==> src/rtl/stk_pkg.sv <==
`timescale 1ns/1ps
// Shared operation encoding for the stack execution unit.
// Assumes the upstream decoder delivers one of these 3-bit codes.
package stk_pkg;
    typedef enum logic [2:0] {
        OP_NONE = 3'd0,
        OP_PUSH = 3'd1,
        OP_POP  = 3'd2,
        OP_ADD  = 3'd3,
        OP_SUB  = 3'd4,
        OP_AND  = 3'd5,
        OP_OR   = 3'd6,
        OP_XOR  = 3'd7
    } stk_op_e;

    // True for the operations that combine the two uppermost entries.
    function automatic logic is_binary(stk_op_e op);
        return op inside {OP_ADD, OP_SUB, OP_AND, OP_OR, OP_XOR};
    endfunction
endpackage

==> src/rtl/stk_alu.sv <==
`timescale 1ns/1ps
// Combinational two-operand unit.
// 'lower' is the entry pushed earlier, 'upper' is the top of stack.
// Assumes the caller uses the result only for binary operations.
module stk_alu
    import stk_pkg::*;
#(
    parameter int DATA_W = 16
) (
    input  stk_op_e             op,
    input  logic [DATA_W-1:0]   lower,
    input  logic [DATA_W-1:0]   upper,
    output logic [DATA_W-1:0]   result
);
    // Select the result for the requested operation.
    always_comb begin
        unique case (op)
            OP_ADD:  result = lower + upper;
            OP_SUB:  result = lower - upper;
            OP_AND:  result = lower & upper;
            OP_OR:   result = lower | upper;
            OP_XOR:  result = lower ^ upper;
            default: result = upper;
        endcase
    end
endmodule

==> src/rtl/stk_regs.sv <==
`timescale 1ns/1ps
// Register stack: two dedicated uppermost registers plus a shift chain
// of DEPTH-2 lower entries, and an occupancy counter.
// Assumes at most one of push/pop/bin per cycle and that the controller
// has already screened out overflow and underflow.
module stk_regs #(
    parameter int DATA_W  = 16,
    parameter int DEPTH   = 8,
    parameter int DEPTH_W = $clog2(DEPTH + 1)
) (
    input  logic                clk,
    input  logic                rst_n,
    input  logic                do_push,
    input  logic                do_pop,
    input  logic                do_bin,
    input  logic [DATA_W-1:0]   push_data,
    input  logic [DATA_W-1:0]   bin_data,
    output logic [DATA_W-1:0]   top,
    output logic [DATA_W-1:0]   second,
    output logic [DEPTH_W-1:0]  count
);
    localparam int LOW_N = DEPTH - 2;

    logic [DATA_W-1:0] low_q [LOW_N];
    logic              shrink;

    assign shrink = do_pop | do_bin;

    // Update the two uppermost registers.
    always_ff @(posedge clk) begin
        if (!rst_n) begin
            top    <= '0;
            second <= '0;
        end else if (do_push) begin
            top    <= push_data;
            second <= top;
        end else if (do_pop) begin
            top    <= second;
            second <= low_q[0];
        end else if (do_bin) begin
            top    <= bin_data;
            second <= low_q[0];
        end
    end

    // Shift the lower entries down on growth and up on shrink.
    for (genvar i = 0; i < LOW_N; i++) begin : g_low
        logic [DATA_W-1:0] from_above;
        logic [DATA_W-1:0] from_below;
        if (i == 0) begin : g_first
            assign from_above = second;
        end else begin : g_rest
            assign from_above = low_q[i-1];
        end
        if (i == LOW_N - 1) begin : g_last
            assign from_below = '0;
        end else begin : g_inner
            assign from_below = low_q[i+1];
        end
        // Move one lower entry.
        always_ff @(posedge clk) begin
            if (!rst_n)       low_q[i] <= '0;
            else if (do_push) low_q[i] <= from_above;
            else if (shrink)  low_q[i] <= from_below;
        end
    end

    // Track the number of entries held.
    always_ff @(posedge clk) begin
        if (!rst_n)       count <= '0;
        else if (do_push) count <= count + 1'b1;
        else if (shrink)  count <= count - 1'b1;
    end

    a_r11_depth_bounded: assert property (@(posedge clk) disable iff (!rst_n)
        count <= DEPTH_W'(DEPTH));
    a_r12_single_action: assert property (@(posedge clk) disable iff (!rst_n)
        $onehot0({do_push, do_pop, do_bin}));
endmodule

==> src/rtl/stack_exec_unit.sv <==
`timescale 1ns/1ps
// Zero-address execution unit: accepts decoded push/pop/ALU operations,
// keeps operands on a register stack, and reports stack errors.
// Assumes a memory that answers each read request with one valid pulse
// some cycles later, and that writes complete in their strobe cycle.
module stack_exec_unit
    import stk_pkg::*;
#(
    parameter int DATA_W  = 16,
    parameter int DEPTH   = 8,
    parameter int ADDR_W  = 8,
    parameter int DEPTH_W = $clog2(DEPTH + 1)
) (
    input  logic                clk,
    input  logic                rst_n,
    input  logic                op_valid,
    input  logic [2:0]          op_code,
    input  logic [ADDR_W-1:0]   op_addr,
    output logic                busy,
    output logic                mem_rd_req,
    output logic [ADDR_W-1:0]   mem_rd_addr,
    input  logic                mem_rd_valid,
    input  logic [DATA_W-1:0]   mem_rd_data,
    output logic                mem_wr_en,
    output logic [ADDR_W-1:0]   mem_wr_addr,
    output logic [DATA_W-1:0]   mem_wr_data,
    output logic [DATA_W-1:0]   tos,
    output logic [DEPTH_W-1:0]  depth,
    output logic                empty,
    output logic                full,
    output logic                err_underflow,
    output logic                err_overflow
);
    typedef enum logic {ST_IDLE, ST_WAIT} ctl_state_e;

    ctl_state_e        state_q;
    stk_op_e           op;
    logic              accept, binary;
    logic              push_go, pop_go, bin_go, land;
    logic              under_det, over_det;
    logic [DATA_W-1:0] second, alu_y;

    assign op      = stk_op_e'(op_code);
    assign binary  = is_binary(op);
    assign busy    = (state_q == ST_WAIT);
    assign accept  = op_valid && !busy;
    assign empty   = (depth == '0);
    assign full    = (depth == DEPTH_W'(DEPTH));

    assign push_go   = accept && (op == OP_PUSH) && !full;
    assign pop_go    = accept && (op == OP_POP) && !empty;
    assign bin_go    = accept && binary && (depth >= DEPTH_W'(2));
    assign under_det = accept && (((op == OP_POP) && empty) ||
                                  (binary && (depth < DEPTH_W'(2))));
    assign over_det  = accept && (op == OP_PUSH) && full;
    assign land      = busy && mem_rd_valid;

    assign mem_rd_req  = push_go;
    assign mem_rd_addr = op_addr;
    assign mem_wr_en   = pop_go;
    assign mem_wr_addr = op_addr;
    assign mem_wr_data = tos;

    // Wait for memory between a push request and its returned data.
    always_ff @(posedge clk) begin
        if (!rst_n)       state_q <= ST_IDLE;
        else if (push_go) state_q <= ST_WAIT;
        else if (land)    state_q <= ST_IDLE;
    end

    // Register one-cycle error pulses.
    always_ff @(posedge clk) begin
        if (!rst_n) begin
            err_underflow <= 1'b0;
            err_overflow  <= 1'b0;
        end else begin
            err_underflow <= under_det;
            err_overflow  <= over_det;
        end
    end

    stk_alu #(.DATA_W(DATA_W)) u_alu (
        .op     (op),
        .lower  (second),
        .upper  (tos),
        .result (alu_y)
    );

    stk_regs #(.DATA_W(DATA_W), .DEPTH(DEPTH), .DEPTH_W(DEPTH_W)) u_regs (
        .clk       (clk),
        .rst_n     (rst_n),
        .do_push   (land),
        .do_pop    (pop_go),
        .do_bin    (bin_go),
        .push_data (mem_rd_data),
        .bin_data  (alu_y),
        .top       (tos),
        .second    (second),
        .count     (depth)
    );

    a_r2_push_lands: assert property (@(posedge clk) disable iff (!rst_n)
        (busy && mem_rd_valid) |=>
            (depth == DEPTH_W'($past(depth) + 1'b1)) && (tos == $past(mem_rd_data)));
    a_r3_busy_blocks_memory: assert property (@(posedge clk) disable iff (!rst_n)
        busy |-> (!mem_wr_en && !mem_rd_req));
    a_r8_underflow_keeps_stack: assert property (@(posedge clk) disable iff (!rst_n)
        err_underflow |-> ($stable(depth) && $stable(tos)));
    a_r9_write_needs_entry: assert property (@(posedge clk) disable iff (!rst_n)
        mem_wr_en |-> !empty);
    a_r10_overflow_at_full: assert property (@(posedge clk) disable iff (!rst_n)
        err_overflow |-> (full && $stable(depth)));
endmodule

==> config.mk <==
export PLATFORM = sky130hd
export DESIGN_NAME = stack_exec_unit
export DESIGN_NICKNAME = d
export VERILOG_FILES = /design/src/rtl/stk_pkg.sv /design/src/rtl/stk_alu.sv /design/src/rtl/stk_regs.sv /design/src/rtl/stack_exec_unit.sv
export SDC_FILE = /design/constraint.sdc
export NUM_CORES = 1
export LEC_CHECK = 0
export BUFFER_PORTS_ARGS = -buffer_cell sky130_fd_sc_hd__buf_4
export CAP_MARGIN = 20
export CORE_UTILIZATION = 40
export DETAILED_ROUTE_END_ITERATION = 6
export PLACE_DENSITY_LB_ADDON = 0.1
export SYNTH_ARGS = -nofsm -noshare
export SYNTH_HDL_FRONTEND = slang
export SYNTH_SLANG_ARGS = --single-unit
==> constraint.sdc <==
create_clock -name clk -period 4.4 [get_ports clk]
set_clock_uncertainty 0.1 [all_clocks]
set_input_delay 0.22 -clock clk [delete_from_list [all_inputs] [get_ports clk]]
set_output_delay 0.22 -clock clk [all_outputs]
set_load 0.02 [all_outputs]
==> results of run 1 <==
==> cells by family after synthesis <==
kind of cell | count (synthesis) | synth area share (%)
multiplexers | 16 | 2.18
buffers and inverters | 123 | 7.94
flip-flops | 135 | 45.7
adder cells (fa/ha/maj) | 52 | 8.30
XOR/XNOR | 31 | 3.48
AO/OA/AOI/OAI | 233 | 21.7
AND/OR/NAND/NOR | 189 | 10.7
==> critical path, stage by stage, from the launching register on <==
cell	delay, ps
dfxtp_1	380
nor4_1	640
nand2_1	130
o41ai_1	330
xnor2_1	170
ha_1	310
a21oi_1	240
nand2_1	120
o31ai_4	340
a21oi_1	110
or4b_1	510
o221ai_1	80
==> power by group through the flow <==
stage	clock network [W]	logic, W	registers [W]
CTS	0.00136	0.00469	0.00217
detailed placement	0	0.00466	0.00220
finish	0.00133	0.00467	0.00218
floorplan	0	0.00358	0.00215
global route	0.00142	0.00516	0.00223
global placement	0	0.00464	0.00218
==> sequential cells by signal, indices dropped and copies added (netlist names) <==
name,cells
err_overflow,1
u_regs.low_q,96
u_regs.second,16
err_underflow,1
u_regs.top,16
busy,1
u_regs.count,4
==> per-stage QoR <==
| stage | worst slack, ps | hold WS, ps | std cells | power [W] |
|---|---|---|---|---|
| finish | 845 | 28.2 | 1073 | 0.00818 |
| global route | 593 | 13.8 | 1073 | 0.00880 |
| CTS | 821 | 14.8 | 1073 | 0.00822 |
| detailed placement | 834 | 340 | 1039 | 0.00686 |
| global placement | 874 | 340 | 1039 | 0.00682 |
| floorplan | 1230 | 229 | 779 | 0.00573 |
==> timing repair <==
item,CTS,global route
hold buffers,2,0
buffers inserted,0,0
endpoints found under the hold margin,2,0
resized for setup,0,0
==> per-layer routing <==
metal | share of wire, % | vias to the layer above | GRT usage, %
li1 | - | 2903 | -
met5 | 0 | - | 0
met2 | 49 | 131 | 35.5
met1 | 47 | 3023 | 30.1
met3 | 3.3 | 19 | 3.33
met4 | 1.0 | 0 | 6.16
==> path summary, 6_finish.rpt <==
kind                   startpoint        endpoint  slack [ps]  cells after the start
setup / recovery    u_regs.top[4]  u_regs.top[12]         850                     11
hold / removal       mem_rd_valid            busy          30                      3
setup reg to reg    u_regs.top[4]  u_regs.top[12]         850                     11
hold reg to reg   u_regs.count[3]    err_overflow         430                      2
==> layout make-up <==
class                   instances  area (um2)
fillers                      1873       10600
multi-input cells             521        3740
flip-flops and latches        135        3660
repair buffers                 79         598
clock buffers                  17         425
well taps                     265         332
inverters                      41         155
clock inverters                15         120
==> placed cells by master (no fill, tap or decap), types with 5 or more instances in the layout <==
cell,netlist,layout
a21oi_1,44,44
a221oi_1,7,7
a22o_1,69,69
a311oi_1,16,16
and3_1,17,17
buf_4,34,77
clkbuf_16,0,17
dfxtp_1,39,39
edfxtp_1,96,96
ha_1,50,50
inv_1,39,39
mux2_2,12,12
nand2_1,102,102
nor2_1,36,34
nor2b_1,5,5
nor3_1,7,7
o21ai_0,30,30
o221ai_1,14,14
o22ai_1,9,9
xnor2_1,21,21
xor2_1,9,9
==> run summary, run 1 <==
top_reg_cell synth: edfxtp_1
Final setup violation count: 0
Die Ht: 144 um
Die X: 144 um
PD cells: 905 nW/um2
leakage: 3.56 nW
Starting Density: 40.9%
Tmin final: 3550 ps
routed vias/inst: 5.66
final max-slew violation count: 0
Critical Path Sink Type: flip-flop
Area growth syn-to-layout: 12.6%
gpl congestion: 0.867
mapped cell area: 8020 um2
unrepaired setup endpoints after global routing: false
Fin Setup TNS: 0 ps
worst-margin pin slew: 924 ps
critical path class: flip-flop to flip-flop
Sw Share: 45.3%
maximum root-to-sink buffer count: 2
internal power: 0.00448 W
CP arrival: 3790 ps
syn nets: 862
layout cells sized above 1: 17.3%
Antenna Cells: 0
clock power share: 16.3%
dominant cells by area after synthesis: edfxtp_1 (36%), dfxtp_1 (9.7%), ha_1 (7.8%), a22o_1 (7.5%), nand2_1 (4.8%)
Synth cell types: 63
Peak Freq: 281 MHz
Cells after Synth: 779
die area: 20600 um2
cell taking the most area after synthesis: edfxtp_1
Worst VDD drop: 0.344 mV
ys async rst share: 0%
Setup crit start kind: flip-flop
status: finished clean
Hold/Removal Path Class: input pin to flip-flop
Root Driver: clkbuf_16
core area: 19600 um2
CP Max Fanout: 7
# IOs: 90
sequential power share: 26.6%
largest net degree at the start of global routing: 81
final WL: 21.4 mm
switching power: 0.00370 W
Req. time, crit path: 4630 ps
Remaining Overflow, GRT: 0
row cnt: 51
Starting DRT DRC Count: 411
clock slew at reported path FFs: 60 ps
total of max-cap violations: 0
Worst slew margin: 38.4%
first-pass GRT wire length: 33.8 mm
Hold Violations, Final: 0
CTS Buf Count: 17
Avg Cell Area, Syn: 10.3 um2
initial antenna violation count: 0
# DRC: 0
vias in the first global route: 5929
Warnings, synthesis: 0
post-DP HPWL: 14.2 mm
Tcrit/Tclk final: 80.8%
H-tree Lvls: 4
Synth top area share: 35.9%
Core Util, Final: 46.1%
via count: 6076
CTS tree: built
fraction of the yosys area taken by sequential cells: 45.7%
antenna viol nets, final: 0
Logic pwr share: 57.1%
most frequent cell after synthesis: nand2_1
# clock sinks: 135
Cell Area, Placed: 8460 um2
top cells by instance count after synthesis: nand2_1 (102), edfxtp_1 (96), a22o_1 (69)
GR Util All Layers: 21.8%
Avg WL per Cell: 19.9 um
design area: 9030 um2
number of port buffers: 65
Clk Latency, worst-skew pair: 420 ps
Yosys reg bits: 135
Layout Nets: 878
Initial DRT Pass Iterations: 5
number of enable flip-flop cells after synthesis: 96
Power figures use the tool's default switching activity.
==> inputs of run 2 (changes only) <==
Settings changed: ABC_AREA set to 1.
Clock period 4.4 ns to 3.4 ns, I/O delays scaled along.
==> run 2 against run 1 <==
Against the previous run: non-clock buffer count is 7 higher; die area up 1.5%; routed wire length decreased by 1.7%; critical endpoint is now u_regs.top[15]; cell count is 20% higher; clock-buffer cell count unchanged; register-to-register slack worse by 500 ps; largest cell class is now sequential cells; first-iteration DRC count up 35%.
==> run summary, run 2 <==
top flop regs: u_regs.low_q: 96 flops, u_regs.second: 16 flops, u_regs.top: 16 flops
Req. time, crit path: 3620 ps (-1010 ps)
Die X: 145 um (+0.75%)
syn nets: 1059 (+23%)
first-pass GRT wire length: 32.9 mm (-2.7%)
critical path class: flip-flop to flip-flop
Fin Setup TNS: 0 ps (unchanged)
Remaining Overflow, GRT: 0 (unchanged)
FILL cells: 1940 (+3.6%)
Cells after Synth: 976 (+25%)
Tmin final: 3060 ps (-496 ps)
row cnt: 51 (unchanged)
number of enable flip-flop cells after synthesis: 96 (unchanged)
routed vias/inst: 5.01 (-12%)
Die Ht: 145 um (+0.75%)
antenna viol nets, final: 0 (unchanged)
most common cell after layout, fill and taps aside: nand2_1
CP max stage cell: dfxtp_1
CTS tree: built
sequential power share: 30.0% (+3.4 points)
gpl congestion: 0.947 (+9.3%)
Area growth syn-to-layout: 14.6%
status: finished clean
Final setup violation count: 0 (unchanged)
dominant cells by area after synthesis: edfxtp_1 (35%), dfxtp_1 (9.6%), nand2_1 (7.7%), ha_1 (7.7%), inv_1 (7.6%)
most frequent cell after synthesis: nand2_1
final WL: 21.0 mm (-1.7%)
GR Util All Layers: 21.1% (-0.72 points)
Clk Latency, worst-skew pair: 420 ps (about the same)
# IOs: 90 (unchanged)
Hold/Removal Path Class: input pin to flip-flop
Worst slew margin: 33.1% (-5.3 points)
post-DP HPWL: 14.5 mm (+2.0%)
initial antenna violation count: 0 (unchanged)
Synth cell types: 41 (-35%)
largest net degree at the start of global routing: 97 (+20%)
top_reg_cell synth: edfxtp_1
H-tree Lvls: 4 (unchanged)
PD cells: 844 nW/um2 (-6.8%)
crit-path leading delay family: simple AND/OR/NAND/NOR gates
Logic pwr share: 47.6% (-9.5 points)
Yosys reg bits: 135 (unchanged)
Setup WS pre-CTS: 283 ps (-551 ps)
switching power: 0.00345 W (-6.7%)
Root Driver: clkbuf_16
top cells by instance count after synthesis: nand2_1 (168), inv_1 (165), edfxtp_1 (96)
slowest cell delay on critical path: 350 ps (-290 ps)
Starting DRT DRC Count: 554 (+35%)
Starting Density: 41.3% (+0.36 points)
final max-slew violation count: 0 (unchanged)
Tcrit/Tclk final: 90.0% (+9.2 points)
# clock sinks: 135 (unchanged)
Initial DRT Pass Iterations: 5 (unchanged)
Worst VDD drop: 0.331 mV (-3.9%)
# Post-CTS Setup Buffers: 0 (unchanged)
via count: 6458 (+6.3%)
number of flip-flops in the largest register: 96 (unchanged)
Sw Share: 43.9% (-1.4 points)
Warnings, synthesis: 0 (unchanged)
Critical Path Sink Type: flip-flop
unrepaired setup endpoints after global routing: true
Avg Cell Area, Syn: 8.34 um2 (-19%)
Biggest register: u_regs.low_q
maximum root-to-sink buffer count: 2 (unchanged)
CP arrival: 3280 ps (-510 ps)
Most common cell on crit path: nand2_1
WP buf/inv: 3 (+3)
leakage: 4.24 nW (+19%)
layout cells sized above 1: 13.0% (-4.3 points)
internal power: 0.00442 W (-1.2%)
Antenna Cells: 0 (unchanged)
leading cell types in the layout, fill and taps excluded: nand2_1 (166), inv_1 (165), edfxtp_1 (96)
total of max-cap violations: 0 (unchanged)
clock slew at reported path FFs: 70 ps (about the same)
PnR worst setup slack: 341 ps (-504 ps)
worst-margin pin slew: 1000 ps (+79.2 ps)
Setup crit start kind: flip-flop
cell taking the most area after synthesis: edfxtp_1
Synth top area share: 35.4% (-0.54 points)
core area: 19700 um2 (+0.65%)
die area: 20900 um2 (+1.5%)
ys async rst share: 0% (unchanged)
number of port buffers: 65 (unchanged)
CTS Buf Count: 17 (unchanged)
CP Max Fanout: 5 (-2)
fraction of the yosys area taken by sequential cells: 45.0% (-0.69 points)
vias in the first global route: 6020 (+1.5%)
Avg WL per Cell: 16.3 um (-18%)
mapped cell area: 8140 um2 (+1.5%)
clock power share: 22.4% (+6.1 points)
Peak Freq: 327 MHz (+16%)
Layout Nets: 1094 (+25%)
Hold Violations, Final: 0 (unchanged)
Critical Path, Cell by Cell: inv_1, ha_1, inv_1, nor3_1, nand3_1, nor3_2, a21oi_1, xor2_1, ha_1, a21oi_1, nand2_1, nand2_1, nand2_1, inv_1, nand2_1, nand2_1, nand2_1, nand2_1, nand2_1, nand2_1, nand2_1
# DRC: 0 (unchanged)
run 2: cell count changes after synthesis, moves of 12 or more:
| cell | change |
|---|---|
| a21oi_1 | -16 |
| a22o_1 | -69 |
| a311oi_1 | -16 |
| and3_1 | -17 |
| inv_1 | +126 |
| mux2_2 | -12 |
| nand2_1 | +66 |
| nand3_1 | +48 |
| nor2_1 | +39 |
| o21ai_0 | +54 |
| o221ai_1 | -14 |
| o22ai_1 | +66 |
| xnor2_1 | -20 |
run 2: per-stage QoR:
stage / hold slack, ps / utilization [%] / total power [W] / std cells / area (um2)
2_1_floorplan: 267 / - / 0.00512 / 976 / 8140
3_3_place_gp: 240 / 44.1 / 0.00606 / 1252 / 8700
3_5_place_dp: 240 / 44.1 / 0.00606 / 1252 / 8700
4_1_cts: 7.27 / 47.2 / 0.00787 / 1289 / 9320
5_1_grt: 36.7 / 47.3 / 0.00850 / 1289 / 9340
6_report: 24.8 / 47.3 / 0.00788 / 1289 / 9340
run 2: repair_timing:
action                                 in CTS  in global routing
endpoints found under the hold margin       5                  0
hold buffers                                5                  0
setup endpoints to repair                   0                  4
gates resized for setup                     0                  4
run 2: worst reg2reg max path, cell delays in order (launching register included):
cell,delay [ps]
dfxtp_1,350
inv_1,160
ha_1,170
inv_1,50
nor3_1,170
nand3_1,210
nor3_2,240
a21oi_1,110
xor2_1,160
ha_1,350
a21oi_1,260
nand2_1,110
nand2_1,70
nand2_1,60
inv_1,50
nand2_1,40
nand2_1,50
nand2_1,50
nand2_1,50
nand2_1,60
nand2_1,50
nand2_1,50
run 2: cells by family (layout without fill, tap and decap cells):
| group | after synthesis | count (layout) | synth area share [%] |
|---|---|---|---|
| fa+ha+maj | 52 | 52 | 8.17 |
| xor+xnor | 19 | 19 | 2.04 |
| buf+inv | 241 | 289 | 13.4 |
| simple gates | 312 | 312 | 15.9 |
| compound gates | 217 | 217 | 15.5 |
| flops | 135 | 135 | 45.0 |
run 2: routing by layer:
metal | vias to the layer above | GRT usage (%) | part of all wire (%)
met1 | 2973 | 30.2 | 50
met4 | 0 | 6.26 | 1.4
met3 | 25 | 4.51 | 4.7
met2 | 144 | 31.9 | 43
met5 | - | 0 | 0
li1 | 3316 | - | -
run 2: power by group through the flow:
stage          clock network (W)  logic [W]  registers [W]
6_report                 0.00177    0.00375        0.00236
5_1_grt                  0.00188    0.00422        0.00240
4_1_cts                  0.00181    0.00370        0.00236
3_5_place_dp                   0    0.00367        0.00239
3_3_place_gp                   0    0.00368        0.00238
2_1_floorplan                  0    0.00270        0.00242
run 2: cell type report:
class                      instances  area (um2)  area share [%]
sequential                       135        3660            39.2
multi-input combinational        600        3420            36.6
timing repair buffer              86         721            7.72
inverter                         171         642            6.88
clock buffer                      17         425            4.56
tap                              265         332            3.55
clock inverter                    15         136            1.46
run 2: path summary, 6_finish.rpt:
| kind | startpoint | to | slack, ps | cells past startpoint |
|---|---|---|---|---|
| worst min-delay path | mem_rd_data[14] | u_regs.top[14] | 20 | 5 |
| worst max-delay path | u_regs.top[1] | u_regs.top[15] | 340 | 21 |
| worst max register to register | u_regs.top[1] | u_regs.top[15] | 340 | 21 |
| worst min register to register | u_regs.count[3] | u_regs.count[3] | 430 | 2 |
==> inputs of run 3 (changes only) <==
Settings changed: CORE_ASPECT_RATIO set to 0.5.
==> run 3 against run 2 <==
Against the previous run: final area up 0.55%; sequential share of layout area down 0.21 points; first-iteration DRC count is 6.0% lower; hold slack barely moved; global-route usage grew 1.4 points; largest power group unchanged; critical path depth decreased by 3; die area up 0.16%; clock power is 9.6% higher; non-clock buffer count grew 5; critical endpoint is now u_regs.top[14]; utilization is 0.34 points higher.
==> run summary, run 3 (synthesized netlist as in run 2, its figures left out) <==
min-delay src: mem_rd_data[15]
worst-margin pin slew: 959 ps (-44.0 ps)
Core Util, Final: 47.7% (+0.34 points)
unrepaired setup endpoints after global routing: false
Root Driver: clkbuf_16
r2r setup slk: 330 ps (about the same)
hold depth: 5 (unchanged)
routed vias/inst: 5.10 (+1.8%)
number of flip-flops in the largest register: 96 (unchanged)
Most common cell on crit path: nand2_1
Tmin final: 3070 ps (+7.35 ps)
Critical Path Sink Type: flip-flop
gpl congestion: 0.890 (-6.0%)
clock slew at reported path FFs: 70 ps (about the same)
Die X: 204 um (+41%)
vias in the first global route: 5940 (-1.3%)
sequential power share: 29.4% (-0.6 points)
critical path class: flip-flop to flip-flop
Critical Path, Cell by Cell: inv_1, ha_1, inv_1, nor3_1, nand3_1, nor3_2, a31oi_1, xor2_1, ha_1, nand2_1, nor2_1, nand3_1, nand2_1, nand2_1, nand3_1, nand2_1, nand2_1, nand2_1
Remaining Overflow, GRT: 0 (unchanged)
Crit path depth: 18 (-14%)
Clk Latency, worst-skew pair: 430 ps (about the same)
CP max stage cell: ha_1
Final setup violation count: 0 (unchanged)
core area: 19700 um2 (-0.17%)
number of port buffers: 65 (unchanged)
internal power: 0.00463 W (+4.7%)
final max-slew violation count: 0 (unchanged)
Starting DRT DRC Count: 521 (-6.0%)
Req. time, crit path: 3620 ps (about the same)
Worst VDD drop: 0.315 mV (-4.7%)
Initial DRT Pass Iterations: 6 (+1)
Worst slew margin: 36.0% (+2.9 points)
first-pass GRT wire length: 35.1 mm (+6.7%)
Hold Path End: u_regs.top[15]
Cell Area, Placed: 8740 um2 (+0.39%)
FF-to-FF Start: u_regs.top[0]
Sw Share: 42.8% (-1.1 points)
row cnt: 36 (-29%)
RR Endpoint: u_regs.top[14]
# IOs: 90 (unchanged)
Hold/Removal Path Class: input pin to flip-flop
Starting Density: 41.4% (+0.071 points)
Die Ht: 103 um (-29%)
# DRC: 0 (unchanged)
CP arrival: 3290 ps (about the same)
Antenna Cells: 0 (unchanged)
final WL: 22.8 mm (+8.3%)
# clock sinks: 135 (unchanged)
CTS Buf Count: 17 (unchanged)
Layout Nets: 1099 (+0.46%)
top flop regs: u_regs.low_q: 96 flops, u_regs.second: 16 flops, u_regs.top: 16 flops
slowest cell delay on critical path: 390 ps (+40 ps)
most common cell after layout, fill and taps aside: nand2_1
antenna viol nets, final: 0 (unchanged)
post-DP HPWL: 16.0 mm (+10%)
Peak Freq: 326 MHz (-0.24%)
Avg WL per Cell: 17.6 um (+7.8%)
WP buf/inv: 2 (-1)
initial antenna violation count: 0 (unchanged)
crit-path leading delay family: simple AND/OR/NAND/NOR gates
status: finished clean
R2R depth: 18 (-14%)
PD cells: 862 nW/um2 (+2.1%)
layout cells sized above 1: 12.9% (-0.063 points)
switching power: 0.00346 W (+0.14%)
Area growth syn-to-layout: 15.3%
Tcrit/Tclk final: 90.2% (+0.22 points)
leakage: 4.26 nW (+0.60%)
Hold Violations, Final: 0 (unchanged)
largest net degree at the start of global routing: 54 (-44%)
H-tree Lvls: 4 (unchanged)
clock power share: 24.0% (+1.6 points)
CTS tree: built
leading cell types in the layout, fill and taps excluded: nand2_1 (166), inv_1 (165), edfxtp_1 (96)
Setup crit start kind: flip-flop
total of max-cap violations: 0 (unchanged)
Fin Setup TNS: 0 ps (unchanged)
CP Max Fanout: 6 (+1)
GR Util All Layers: 22.5% (+1.4 points)
via count: 6604 (+2.3%)
die area: 21000 um2 (+0.16%)
Biggest register: u_regs.low_q
maximum root-to-sink buffer count: 2 (unchanged)
design area: 9390 um2 (+0.55%)
Logic pwr share: 46.6% (-1.0 points)
[run 3: stage by stage]
step	hold WS, ps	total power (W)	std cells	setup slack, ps
final	24.6	0.00809	1295	334
after global routing	51.6	0.00870	1295	70.4
after CTS	4.03	0.00810	1295	212
after detailed placement	240	0.00613	1259	227
after global placement	240	0.00612	1259	291
after floorplan	267	0.00512	976	652
[run 3: metal layers]
layer  share of wire, %  global-route usage (%)
met5                  0                       0
met4               0.68                    5.49
met1                 54                    36.5
met3                6.8                    4.46
met2                 38                    29.3
[run 3: tightest hold or removal path: cells and delay by family]
kind | cells | cell delay (ps)
AND/OR/NAND/NOR | 3 | 200
AO/OA/AOI/OAI | 1 | 70
buffers and inverters | 1 | 80
[run 3: worst max path at each step]
| stage | startpoint | to | slack [ps] |
|---|---|---|---|
| 5_1_grt | u_regs.top[1] | u_regs.top[14] | 70 |
| 4_1_cts | u_regs.top[0] | u_regs.top[14] | 210 |
| 2_1_floorplan | u_regs.top[1] | u_regs.top[13] | 650 |
| 3_5_place_dp | u_regs.top[0] | u_regs.top[14] | 230 |
| 3_3_place_gp | u_regs.top[0] | u_regs.top[14] | 290 |
| 6_report | u_regs.top[0] | u_regs.top[14] | 330 |
[run 3: cell type report]
| cell class | instances | area (um2) |
|---|---|---|
| Inverter | 171 | 642 |
| Multi-Input combinational cell | 600 | 3400 |
| Sequential cell | 135 | 3660 |
| Clock inverter | 13 | 170 |
| Fill cell | 1920 | 10300 |
| Tap cell | 266 | 333 |
| Clock buffer | 19 | 433 |
| Timing Repair Buffer | 91 | 743 |
[run 3: timing repair]
action / CTS / global route
hold buffers: 4 / 0
gates resized for setup: 0 / 1
endpoints found under the setup margin: 0 / 3
hold endpoints to repair: 4 / 0
setup buffers: 0 / 0
[run 3: power by group through the flow]
stage	combinational, W	clock [W]	sequential (W)
detailed placement	0.00373	0	0.00241
floorplan	0.00270	0	0.00242
global route	0.00425	0.00203	0.00242
CTS	0.00376	0.00197	0.00237
finish	0.00377	0.00194	0.00238
global placement	0.00373	0	0.00239
